`src/rtl/sys_cfg_pkg.sv`:
```
package sys_cfg_pkg;

    localparam int DATA_W   = 32;
    localparam int SEL_W    = 16;
    localparam int NUM_SEL  = 4;
    localparam int NUM_REGS = 11;

    // word index of each register (byte offset / 4)
    localparam int IDX_REMAP = 0;
    localparam int IDX_CFGA  = 1;
    localparam int IDX_SEL0  = 2;
    localparam int IDX_SRAM  = 6;
    localparam int IDX_CFGB  = 7;
    localparam int IDX_PROT1 = 8;
    localparam int IDX_KEY   = 9;
    localparam int IDX_PROT2 = 10;

    localparam logic [DATA_W-1:0] REMAP_KEEP = 32'h0000_0107;
    localparam logic [DATA_W-1:0] CFGA_KEEP  = 32'hFCFF_0100;
    localparam logic [DATA_W-1:0] CFGA_RST   = 32'h7C00_0001;
    localparam int                KEY_W      = 8;
    localparam int                LOCK_W     = 4;
    localparam int                FLAG_BIT   = 8;

    typedef struct packed {
        logic [DATA_W-1:0]                remap;
        logic [DATA_W-1:0]                cfga;
        logic [NUM_SEL-1:0][SEL_W-1:0]    sel;
        logic [LOCK_W-1:0]                lock;
        logic                             flag;
        logic [DATA_W-1:0]                prot1;
        logic [KEY_W-1:0]                 key;
        logic [DATA_W-1:0]                prot2;
    } regs_t;

    localparam regs_t REGS_RST = '{
        remap: '0, cfga: CFGA_RST, sel: '0, lock: '0,
        flag: 1'b0, prot1: '0, key: '0, prot2: '0
    };

endpackage

```
`src/rtl/sys_cfg_decode.sv`:
```
module sys_cfg_decode #(
    parameter int ADDR_W   = 10,
    parameter int NUM_REGS = 11
) (
    input  logic                bus_en,
    input  logic [ADDR_W-1:0]   bus_addr,
    output logic [NUM_REGS-1:0] hit_o,
    output logic                err_o
);
    localparam int WORD_W = ADDR_W - 2;

    logic              aligned;
    logic [WORD_W-1:0] word;

    assign aligned = (bus_addr[1:0] == 2'b00);
    assign word    = bus_addr[ADDR_W-1:2];

    for (genvar i = 0; i < NUM_REGS; i++) begin : g_hit
        assign hit_o[i] = aligned && (word == WORD_W'(i));
    end

    assign err_o = bus_en && !(|hit_o);
endmodule

```
`src/rtl/sys_cfg_rdmux.sv`:
```
module sys_cfg_rdmux #(
    parameter int NUM_REGS = 11,
    parameter int DATA_W   = 32
) (
    input  logic [NUM_REGS-1:0]             hit_i,
    input  logic [NUM_REGS-1:0][DATA_W-1:0] words_i,
    output logic [DATA_W-1:0]               rdata_o
);
    always_comb begin
        rdata_o = '0;
        for (int i = 0; i < NUM_REGS; i++) begin
            rdata_o = rdata_o | (words_i[i] & {DATA_W{hit_i[i]}});
        end
    end
endmodule

```
`src/rtl/sys_cfg_regs.sv`:
```
module sys_cfg_regs
    import sys_cfg_pkg::*;
#(
    parameter int ADDR_W = 10
) (
    input  logic                       clk,
    input  logic                       rst_n,
    input  logic                       bus_en,
    input  logic                       bus_we,
    input  logic [ADDR_W-1:0]          bus_addr,
    input  logic [DATA_W-1:0]          bus_wdata,
    output logic [DATA_W-1:0]          bus_rdata,
    output logic                       err_o,
    input  logic                       fault_set_i,
    output logic [NUM_SEL*SEL_W-1:0]   sel_o
);
    regs_t st_d, st_q;

    logic [NUM_REGS-1:0]             hit;
    logic [NUM_REGS-1:0][DATA_W-1:0] words;
    logic                            wr;

    sys_cfg_decode #(.ADDR_W(ADDR_W), .NUM_REGS(NUM_REGS)) u_dec (
        .bus_en   (bus_en),
        .bus_addr (bus_addr),
        .hit_o    (hit),
        .err_o    (err_o)
    );

    assign wr = bus_en && bus_we;

    always_comb begin
        st_d = st_q;
        if (wr && hit[IDX_REMAP]) begin
            st_d.remap = bus_wdata & REMAP_KEEP;
        end
        if (wr && hit[IDX_CFGA]) begin
            st_d.cfga    = bus_wdata & CFGA_KEEP;
            st_d.cfga[0] = st_q.cfga[0] & bus_wdata[0];
        end
        for (int k = 0; k < NUM_SEL; k++) begin
            if (wr && hit[IDX_SEL0+k]) begin
                st_d.sel[k] = bus_wdata[SEL_W-1:0];
            end
        end
        if (wr && hit[IDX_CFGB]) begin
            st_d.lock = st_q.lock | bus_wdata[LOCK_W-1:0];
            if (bus_wdata[FLAG_BIT]) begin
                st_d.flag = 1'b0;
            end
        end
        if (fault_set_i) begin
            st_d.flag = 1'b1;
        end
        if (wr && hit[IDX_PROT1]) begin
            st_d.prot1 = st_q.prot1 | bus_wdata;
        end
        if (wr && hit[IDX_KEY]) begin
            st_d.key = bus_wdata[KEY_W-1:0];
        end
        if (wr && hit[IDX_PROT2]) begin
            st_d.prot2 = st_q.prot2 | bus_wdata;
        end
    end

    always_ff @(posedge clk) begin
        if (!rst_n) begin
            st_q <= REGS_RST;
        end else begin
            st_q <= st_d;
        end
    end

    always_comb begin
        words            = '0;
        words[IDX_REMAP] = st_q.remap;
        words[IDX_CFGA]  = st_q.cfga;
        for (int k = 0; k < NUM_SEL; k++) begin
            words[IDX_SEL0+k] = DATA_W'(st_q.sel[k]);
        end
        words[IDX_SRAM]  = '0;
        words[IDX_CFGB]  = DATA_W'({st_q.flag, {(FLAG_BIT-LOCK_W){1'b0}}, st_q.lock});
        words[IDX_PROT1] = st_q.prot1;
        words[IDX_KEY]   = DATA_W'(st_q.key);
        words[IDX_PROT2] = st_q.prot2;
    end

    sys_cfg_rdmux #(.NUM_REGS(NUM_REGS), .DATA_W(DATA_W)) u_rd (
        .hit_i   (hit),
        .words_i (words),
        .rdata_o (bus_rdata)
    );

    assign sel_o = st_q.sel;
endmodule

```
`config.mk`:
```
export PLATFORM = sky130hd
export DESIGN_NAME = sys_cfg_regs
export DESIGN_NICKNAME = d
export VERILOG_FILES = /design/src/rtl/sys_cfg_pkg.sv /design/src/rtl/sys_cfg_decode.sv /design/src/rtl/sys_cfg_rdmux.sv /design/src/rtl/sys_cfg_regs.sv
export SDC_FILE = /design/constraint.sdc
export NUM_CORES = 1
export LEC_CHECK = 0
export BUFFER_PORTS_ARGS = -buffer_cell sky130_fd_sc_hd__clkbuf_2
export CORE_MARGIN = 4
export CORE_UTILIZATION = 60
export DETAILED_ROUTE_END_ITERATION = 10
export GPL_ROUTABILITY_DRIVEN = 0
export PLACE_DENSITY_LB_ADDON = 0.05
export SLEW_MARGIN = 20
export SYNTH_ARGS = -nofsm -noshare
export SYNTH_HDL_FRONTEND = slang
export SYNTH_SLANG_ARGS = --single-unit
export TNS_END_PERCENT = 20
```
`constraint.sdc`:
```
create_clock -name clk -period 3.45 [get_ports clk]
set_input_delay 0.345 -clock clk [delete_from_list [all_inputs] [get_ports clk]]
set_output_delay 0.345 -clock clk [all_outputs]
set_load 0.01 [all_outputs]
```
==> impl_summary.log, run 1 <==
[metrics] Max Clock Skew: 0 ns
[metrics] number of enable-type register cells in the synthesized netlist: 0
[metrics] setup fix buffers added after clock tree synthesis: 0
[metrics] placed cell areas: 7670 um2
[metrics] crit path DAT: 2.45 ns
[metrics] slack of the worst reg-to-reg path: 2.73 ns
[metrics] switching power total: 0.875 mW
[metrics] library cell contributing the largest single delay on the critical path: sky130_fd_sc_hd__nor4b_2
[metrics] area fraction of the dominant cell type after synthesis: 43.8%
[metrics] peak per-stage delay on the critical path: 0.89 ns
[metrics] width of the die: 119 um
[metrics] CTS tree: done
[metrics] depth of the worst register-to-register path: 2
[metrics] FF+latch area: 3220 um2
[metrics] normalized max-slew margin: 35.5%
[metrics] first-pass GRT wire length: 33000 um
[metrics] fraction of layout instances using a drive strength above 1: 24.8%
[metrics] synthesized netlist net count: 903
[metrics] setup slack of the critical path after layout: 0.660 ns
[metrics] total count of max-transition violations in the final report: 0
[metrics] aggregate global-route resource usage: 29.1%
[metrics] via density per instance: 6.28
[metrics] unrepaired setup endpoints after global routing: false
[metrics] Clk network pwr share: 46.8%
[metrics] Worst Max-Slew Pin Slew: 0.965 ns
[metrics] sum of routed wire length over all layers: 20700 um
[metrics] largest net degree at the start of global routing: 95
[metrics] CTS Buffer Depth: 2
[metrics] number of DRC markers after the initial detailed-route iteration: 679
[metrics] cell area after synthesis: 7370 um2
[metrics] number of instances in the synthesized netlist: 856
[metrics] post-synth cell types: 57
[metrics] final hold violation count: 0
[metrics] setup slack at placement: 0.746 ns
[metrics] Routed WL per cell: 19.5 um
[metrics] sequential-to-total area share from yosys stat: 43.8%
[metrics] vias in the first global route: 6304
[metrics] CP cell instances: clkbuf_2 -> nor4b_2 -> a22oi_1 -> a21oi_1 -> clkbuf_2
[metrics] number of optimization iterations in the first detailed-route pass: 9
[metrics] leading register cell type out of synthesis: sky130_fd_sc_hd__dfxtp_1
[metrics] most frequent cells after synthesis: 161 x sky130_fd_sc_hd__dfxtp_1, 100 x sky130_fd_sc_hd__nand3_1, 93 x sky130_fd_sc_hd__o21ai_0, 75 x sky130_fd_sc_hd__nor2b_1, 70 x sky130_fd_sc_hd__nand2_1
[metrics] number of synthesized register bits: 161
[metrics] post-synthesis cell type with the largest combined area: sky130_fd_sc_hd__dfxtp_1
[metrics] ports placed on the boundary: 144
[metrics] HP Class: input port to flip-flop
[metrics] die area: 14100 um2
[metrics] number of buffers inserted during clock tree synthesis: 17
[metrics] Multi-input gate area: 3360 um2
[metrics] Yosys warning count: 0
[metrics] Pwr Density: 469 nW/um2
[metrics] stages on the worst setup path: 5
[metrics] Reg clk slew, reported paths: 0.06 ns
[metrics] post-route fraction of the period consumed by the critical path: 80.9%
[metrics] Total Power Consumption: 3.86 mW
[metrics] cells resized by post-CTS repair: 0
[metrics] most prevalent standard cell on the critical path: sky130_fd_sc_hd__clkbuf_2
[metrics] clock root cell: sky130_fd_sc_hd__clkbuf_16
[metrics] # DRC: 0
[metrics] Buffers & Inverters on Critical Path: 2
[metrics] number of sinks handled by clock tree synthesis: 161
[metrics] Antenna Cells: 0
[metrics] sum of overflow across all layers after global routing: 0
[metrics] buffers added on ports: 143
[metrics] kind of end point of the critical path: output pin
[metrics] die boundary height: 119 um
[metrics] Avg Inst Size Synth: 8.61 um2
[metrics] max-cap violations: 0
[metrics] leakage power: 3.22 nW
[metrics] Core Area: 12000 um2
[metrics] initial antenna violation count: 0
[metrics] top area cells in the synthesized netlist: sky130_fd_sc_hd__dfxtp_1 44%, sky130_fd_sc_hd__nand3_1 6.8%, sky130_fd_sc_hd__buf_4 6.5%, sky130_fd_sc_hd__nor2b_1 6.4%, sky130_fd_sc_hd__o21ai_0 6.3%
[metrics] library cell with the highest instance count after synthesis: sky130_fd_sc_hd__dfxtp_1
[metrics] net switching fraction of the power: 22.7%
[metrics] top cell family by delay on the critical path: simple AND/OR/NAND/NOR gates
[metrics] capturing point of the worst reg2reg path: sel_o[28]$_SDFFE_PN0P_
[metrics] worst hold slack across all endpoints: 0.165 ns
[metrics] Fmax achieved: 0.358 GHz
[metrics] source of the worst register-to-register timing path: sel_o[28]$_SDFFE_PN0P_
[metrics] level count of the clock H-tree: 4
[metrics] number of nets in the layout: 949
[metrics] Int Pwr: 2.98 mW
[metrics] result of the run: finished clean
[metrics] end point of the critical path: bus_rdata[12]
[metrics] aggregate negative setup slack: 0 ns
[metrics] worst-skew pair later-pin latency: 0.42 ns
[metrics] data required time at the worst endpoint: 3.11 ns
[metrics] Placement Rows: 40
[metrics] total number of vias: 6659
[metrics] crit path max fanout: 32
[metrics] Filler cells: 1014
[metrics] proportion of power drawn by flip-flops and latches: 48.2%
[metrics] CTS Hold Buffers Added: 0
[metrics] type of the worst setup path: input port to output pin
[metrics] post-detailed-route count of antenna-violating nets: 0
[metrics] Initial Util: 61.3%
[metrics] final cell area excluding filler cells: 8220 um2
[metrics] post-layout minimum cycle time: 2.79 ns
[metrics] share of flip-flops with an asynchronous set or reset after synthesis: 0%
[metrics] final HPWL from detailed placement: 14000 um
[metrics] CP startpoint: bus_addr[3]
[metrics] CP startpoint kind: input port
[metrics] maximum vdd drop: 326 uV
[metrics] proportion of power drawn by combinational gates: 5.0%
[metrics] final setup vio count: 0
[metrics] Layout area overhead: 11.6%
-- cell usage in the layout, fill, tap and decap left out, types with 4 or more instances in the layout --
master / count
sky130_fd_sc_hd__clkbuf_2: 142
sky130_fd_sc_hd__o21ai_0: 93
sky130_fd_sc_hd__buf_4: 19
sky130_fd_sc_hd__a222oi_1: 5
sky130_fd_sc_hd__mux2_2: 22
sky130_fd_sc_hd__mux2i_1: 7
sky130_fd_sc_hd__clkbuf_16: 17
sky130_fd_sc_hd__a21oi_1: 39
sky130_fd_sc_hd__nand3_1: 100
sky130_fd_sc_hd__a32oi_1: 6
sky130_fd_sc_hd__a31oi_1: 35
sky130_fd_sc_hd__clkbuf_1: 5
sky130_fd_sc_hd__nor2_1: 14
sky130_fd_sc_hd__nand4_1: 9
sky130_fd_sc_hd__a221o_1: 4
sky130_fd_sc_hd__dfxtp_1: 161
sky130_fd_sc_hd__nand2_1: 70
sky130_fd_sc_hd__a22oi_1: 23
sky130_fd_sc_hd__nor2b_1: 75
sky130_fd_sc_hd__a22o_1: 7
-- area by class of cell --
class | instances | share of cell area, %
timing repair buffer | 163 | 10.9
sequential | 161 | 39.2
tap | 147 | 2.24
inverter | 1 | 0.0456
clock buffer | 22 | 5.40
clock inverter | 9 | 1.34
multi-input combinational | 558 | 40.9
-- power by group through the flow --
stage | combinational [mW] | sequential, mW | clock (mW)
floorplan | 0.110 | 1.90 | 0
global placement | 0.184 | 1.90 | 0
detailed placement | 0.189 | 1.90 | 0
CTS | 0.189 | 1.86 | 1.82
global route | 0.207 | 1.86 | 1.91
finish | 0.194 | 1.86 | 1.80
-- through the flow --
| step | instances | util [%] |
|---|---|---|
| CTS | 1061 | 68.5 |
| floorplan | 856 | - |
| global route | 1061 | 68.5 |
| global placement | 1030 | 63.8 |
| detailed placement | 1030 | 63.8 |
| finish | 1061 | 68.5 |
-- flip-flops by register name, indices dropped and copies added (netlist names) --
| name | count |
|---|---|
| st_q | 97 |
| sel_o | 64 |
-- kinds of logic (layout without fill, tap and decap cells) --
| family | Yosys count | count (layout) | synth area share (%) |
|---|---|---|---|
| compound gates | 229 | 229 | 19.1 |
| buf+inv | 137 | 195 | 10.8 |
| flops | 161 | 161 | 43.7 |
| mux | 29 | 29 | 4.31 |
| simple gates | 300 | 300 | 22.1 |
-- metal layers --
layer	global-route usage [%]	up-vias	part of all wire, %
li1	-	3104	-
met1	35.1	3176	40
met2	48.1	317	49
met3	8.26	62	7.8
met4	13.3	0	3.0
met5	0	-	0
-- worst register-to-register path: cells and delay by family (launching register included) --
family          cells  cell delay [ns]
simple gates        1             0.12
flops               1             0.39
compound gates      1             0.13
-- worst min path at each step --
stage / startpoint / slack (ns) / to / depth (start not counted)
floorplan: st_q[75]$_SDFFE_PN0P_ / 0.42 / st_q[75]$_SDFFE_PN0P_ / 2
global placement: st_q[74]$_SDFFE_PN0P_ / 0.44 / st_q[74]$_SDFFE_PN0P_ / 2
detailed placement: st_q[161]$_SDFFE_PN0P_ / 0.44 / st_q[161]$_SDFFE_PN0P_ / 2
CTS: bus_wdata[17] / 0.15 / st_q[158]$_SDFFE_PN0P_ / 3
global route: bus_wdata[20] / 0.17 / st_q[161]$_SDFFE_PN0P_ / 3
finish: bus_wdata[17] / 0.16 / st_q[158]$_SDFFE_PN0P_ / 3
No activity file was read; power rests on OpenSTA's default activity.
==> inputs of run 2 (changes only) <==
--- a/config.mk
+++ b/config.mk
@@ -7,7 +7,7 @@
 export LEC_CHECK = 0
 export BUFFER_PORTS_ARGS = -buffer_cell sky130_fd_sc_hd__clkbuf_2
 export CORE_MARGIN = 4
-export CORE_UTILIZATION = 60
+export CORE_UTILIZATION = 55
 export DETAILED_ROUTE_END_ITERATION = 10
 export GPL_ROUTABILITY_DRIVEN = 0
 export PLACE_DENSITY_LB_ADDON = 0.05
==> constraint.sdc (replaced) <==
create_clock -name clk -period 2.7 [get_ports clk]
set_input_delay 0.27 -clock clk [delete_from_list [all_inputs] [get_ports clk]]
set_output_delay 0.27 -clock clk [all_outputs]
set_load 0.01 [all_outputs]
==> impl_summary.log, run 2 (same netlist as run 1, synthesis figures left out) <==
[metrics] result of the run: finished clean
[metrics] vias in the first global route: 6370
[metrics] sum of overflow across all layers after global routing: 0
[metrics] CTS Hold Buffers Added: 0
[metrics] max reg flops: 97
[metrics] setup fix buffers added after clock tree synthesis: 0
[metrics] crit path DAT: 1.94 ns
[metrics] level count of the clock H-tree: 4
[metrics] largest net degree at the start of global routing: 73
[metrics] Finished Core Util: 63.6%
[metrics] Max Clock Skew: 0 ns
[metrics] type of the worst setup path: input port to output pin
[metrics] most common library cell in the layout ignoring fill and taps: sky130_fd_sc_hd__dfxtp_1
[metrics] buffers added on ports: 143
[metrics] Pwr Density: 599 nW/um2
[metrics] width of the die: 124 um
[metrics] aggregate negative setup slack: 0 ns
[metrics] post-detailed-route count of antenna-violating nets: 0
[metrics] clock root cell: sky130_fd_sc_hd__clkbuf_16
[metrics] Placement Rows: 42
[metrics] HP Class: input port to flip-flop
[metrics] fraction of layout instances using a drive strength above 1: 26.3%
[metrics] number of DRC markers after the initial detailed-route iteration: 592
[metrics] CP startpoint kind: input port
[metrics] final setup vio count: 0
[metrics] ports placed on the boundary: 144
[metrics] Reg clk slew, reported paths: 0.06 ns
[metrics] count of non-filler cells in the finished layout: 1105
[metrics] met1 Track Usage GR: 35.4%
[metrics] crit path max fanout: 13
[metrics] number of optimization iterations in the first detailed-route pass: 7
[metrics] Layout area overhead: 13.9%
[metrics] final hold violation count: 0
[metrics] layer with the highest usage after global routing: met2
[metrics] Filler cells: 1185
[metrics] aggregate global-route resource usage: 27.7%
[metrics] Routed WL per cell: 19.2 um
[metrics] Antenna Cells: 0
[metrics] # DRC: 0
[metrics] Worst Max-Slew Pin Slew: 0.606 ns
[metrics] unrepaired setup endpoints after global routing: false
[metrics] post-route fraction of the period consumed by the critical path: 82.0%
[metrics] die boundary height: 124 um
[metrics] number of sinks handled by clock tree synthesis: 161
[metrics] M2 GR Usage: 45.9%
[metrics] number of buffers inserted during clock tree synthesis: 17
[metrics] max-cap violations: 0
[metrics] Fmax achieved: 0.452 GHz
[metrics] sum of routed wire length over all layers: 21200 um
[metrics] post-layout minimum cycle time: 2.21 ns
[metrics] register bank with the most flops: st_q
[metrics] met3 capacity usage during global routing: 5.77%
[metrics] FF+latch area: 3220 um2
[metrics] Core Area: 13200 um2
[metrics] CTS tree: done
[metrics] die area: 15300 um2
[metrics] final HPWL from detailed placement: 14700 um
[metrics] maximum vdd drop: 424 uV
[metrics] most used cells in the layout excluding fill and tap cells: 161 x sky130_fd_sc_hd__dfxtp_1, 142 x sky130_fd_sc_hd__clkbuf_2, 100 x sky130_fd_sc_hd__nand3_1
[metrics] initial antenna violation count: 0
[metrics] Multi-input gate area: 3360 um2
[metrics] kind of end point of the critical path: output pin
[metrics] data required time at the worst endpoint: 2.43 ns
[metrics] first-pass GRT wire length: 33000 um
[metrics] leakage power: 3.32 nW
[metrics] total number of vias: 6692
[metrics] worst-skew pair later-pin latency: 0.43 ns
[metrics] normalized max-slew margin: 59.5%
[metrics] via density per instance: 6.06
[metrics] CTS Buffer Depth: 2
[metrics] placed cells: 1073
[metrics] total count of max-transition violations in the final report: 0
[metrics] number of nets in the layout: 963
[metrics] cells resized by post-CTS repair: 0
[metrics] Initial Util: 55.9%
run 2: final cells by class:
| class | instances | area share, % |
|---|---|---|
| clock buffers | 23 | 5.69 |
| clock inverters | 9 | 1.25 |
| inverters | 1 | 0.0447 |
| multi-input cells | 558 | 40.1 |
| flip-flops and latches | 161 | 38.4 |
| well taps | 176 | 2.62 |
| repair buffers | 177 | 11.9 |
run 2: through the flow:
stage / setup WS (ns) / total power [mW] / hold slack, ns / cell area (um2)
2_1_floorplan: 0.764 / 2.57 / 0.400 / 7370
5_1_grt: 0.379 / 5.16 / 0.103 / 8390
4_1_cts: 0.532 / 5.03 / 0.0829 / 8390
3_3_place_gp: 0.543 / 2.68 / 0.431 / 7810
3_5_place_dp: 0.535 / 2.68 / 0.447 / 7810
6_report: 0.486 / 5.02 / 0.0928 / 8390
run 2: final timing paths:
kind              slack, ns                     end                   start  cells past startpoint
setup / recovery       0.49            bus_rdata[1]             bus_addr[3]                      7
hold / removal         0.09  st_q[158]$_SDFFE_PN0P_           bus_wdata[17]                      3
setup reg to reg       2.00   st_q[72]$_SDFFE_PN0P_   st_q[72]$_SDFFE_PN0P_                      1
hold reg to reg        0.45  st_q[160]$_SDFFE_PN0P_  st_q[160]$_SDFFE_PN0P_                      2
run 2: critical path, cell delays in order:
cell and delay, ns:
sky130_fd_sc_hd__clkbuf_2 0.20, sky130_fd_sc_hd__buf_4 0.23, sky130_fd_sc_hd__nor2b_1 0.53, sky130_fd_sc_hd__nand2_1 0.11, sky130_fd_sc_hd__a31o_2 0.26, sky130_fd_sc_hd__a21oi_1 0.17, sky130_fd_sc_hd__clkbuf_2 0.16
run 2: where the power goes:
group          total (mW)  switching, mW  internal, mW
registers            2.38       0.000859          2.38
clock network        2.39          0.953          1.43
logic               0.262          0.174        0.0877
total                5.02           1.13          3.90
run 2: per-layer routing:
layer | vias to the layer above | wire length (um)
met5 | - | 0
met1 | 3218 | 8700
met3 | 41 | 1530
li1 | 3132 | -
met4 | 0 | 527
met2 | 301 | 10500
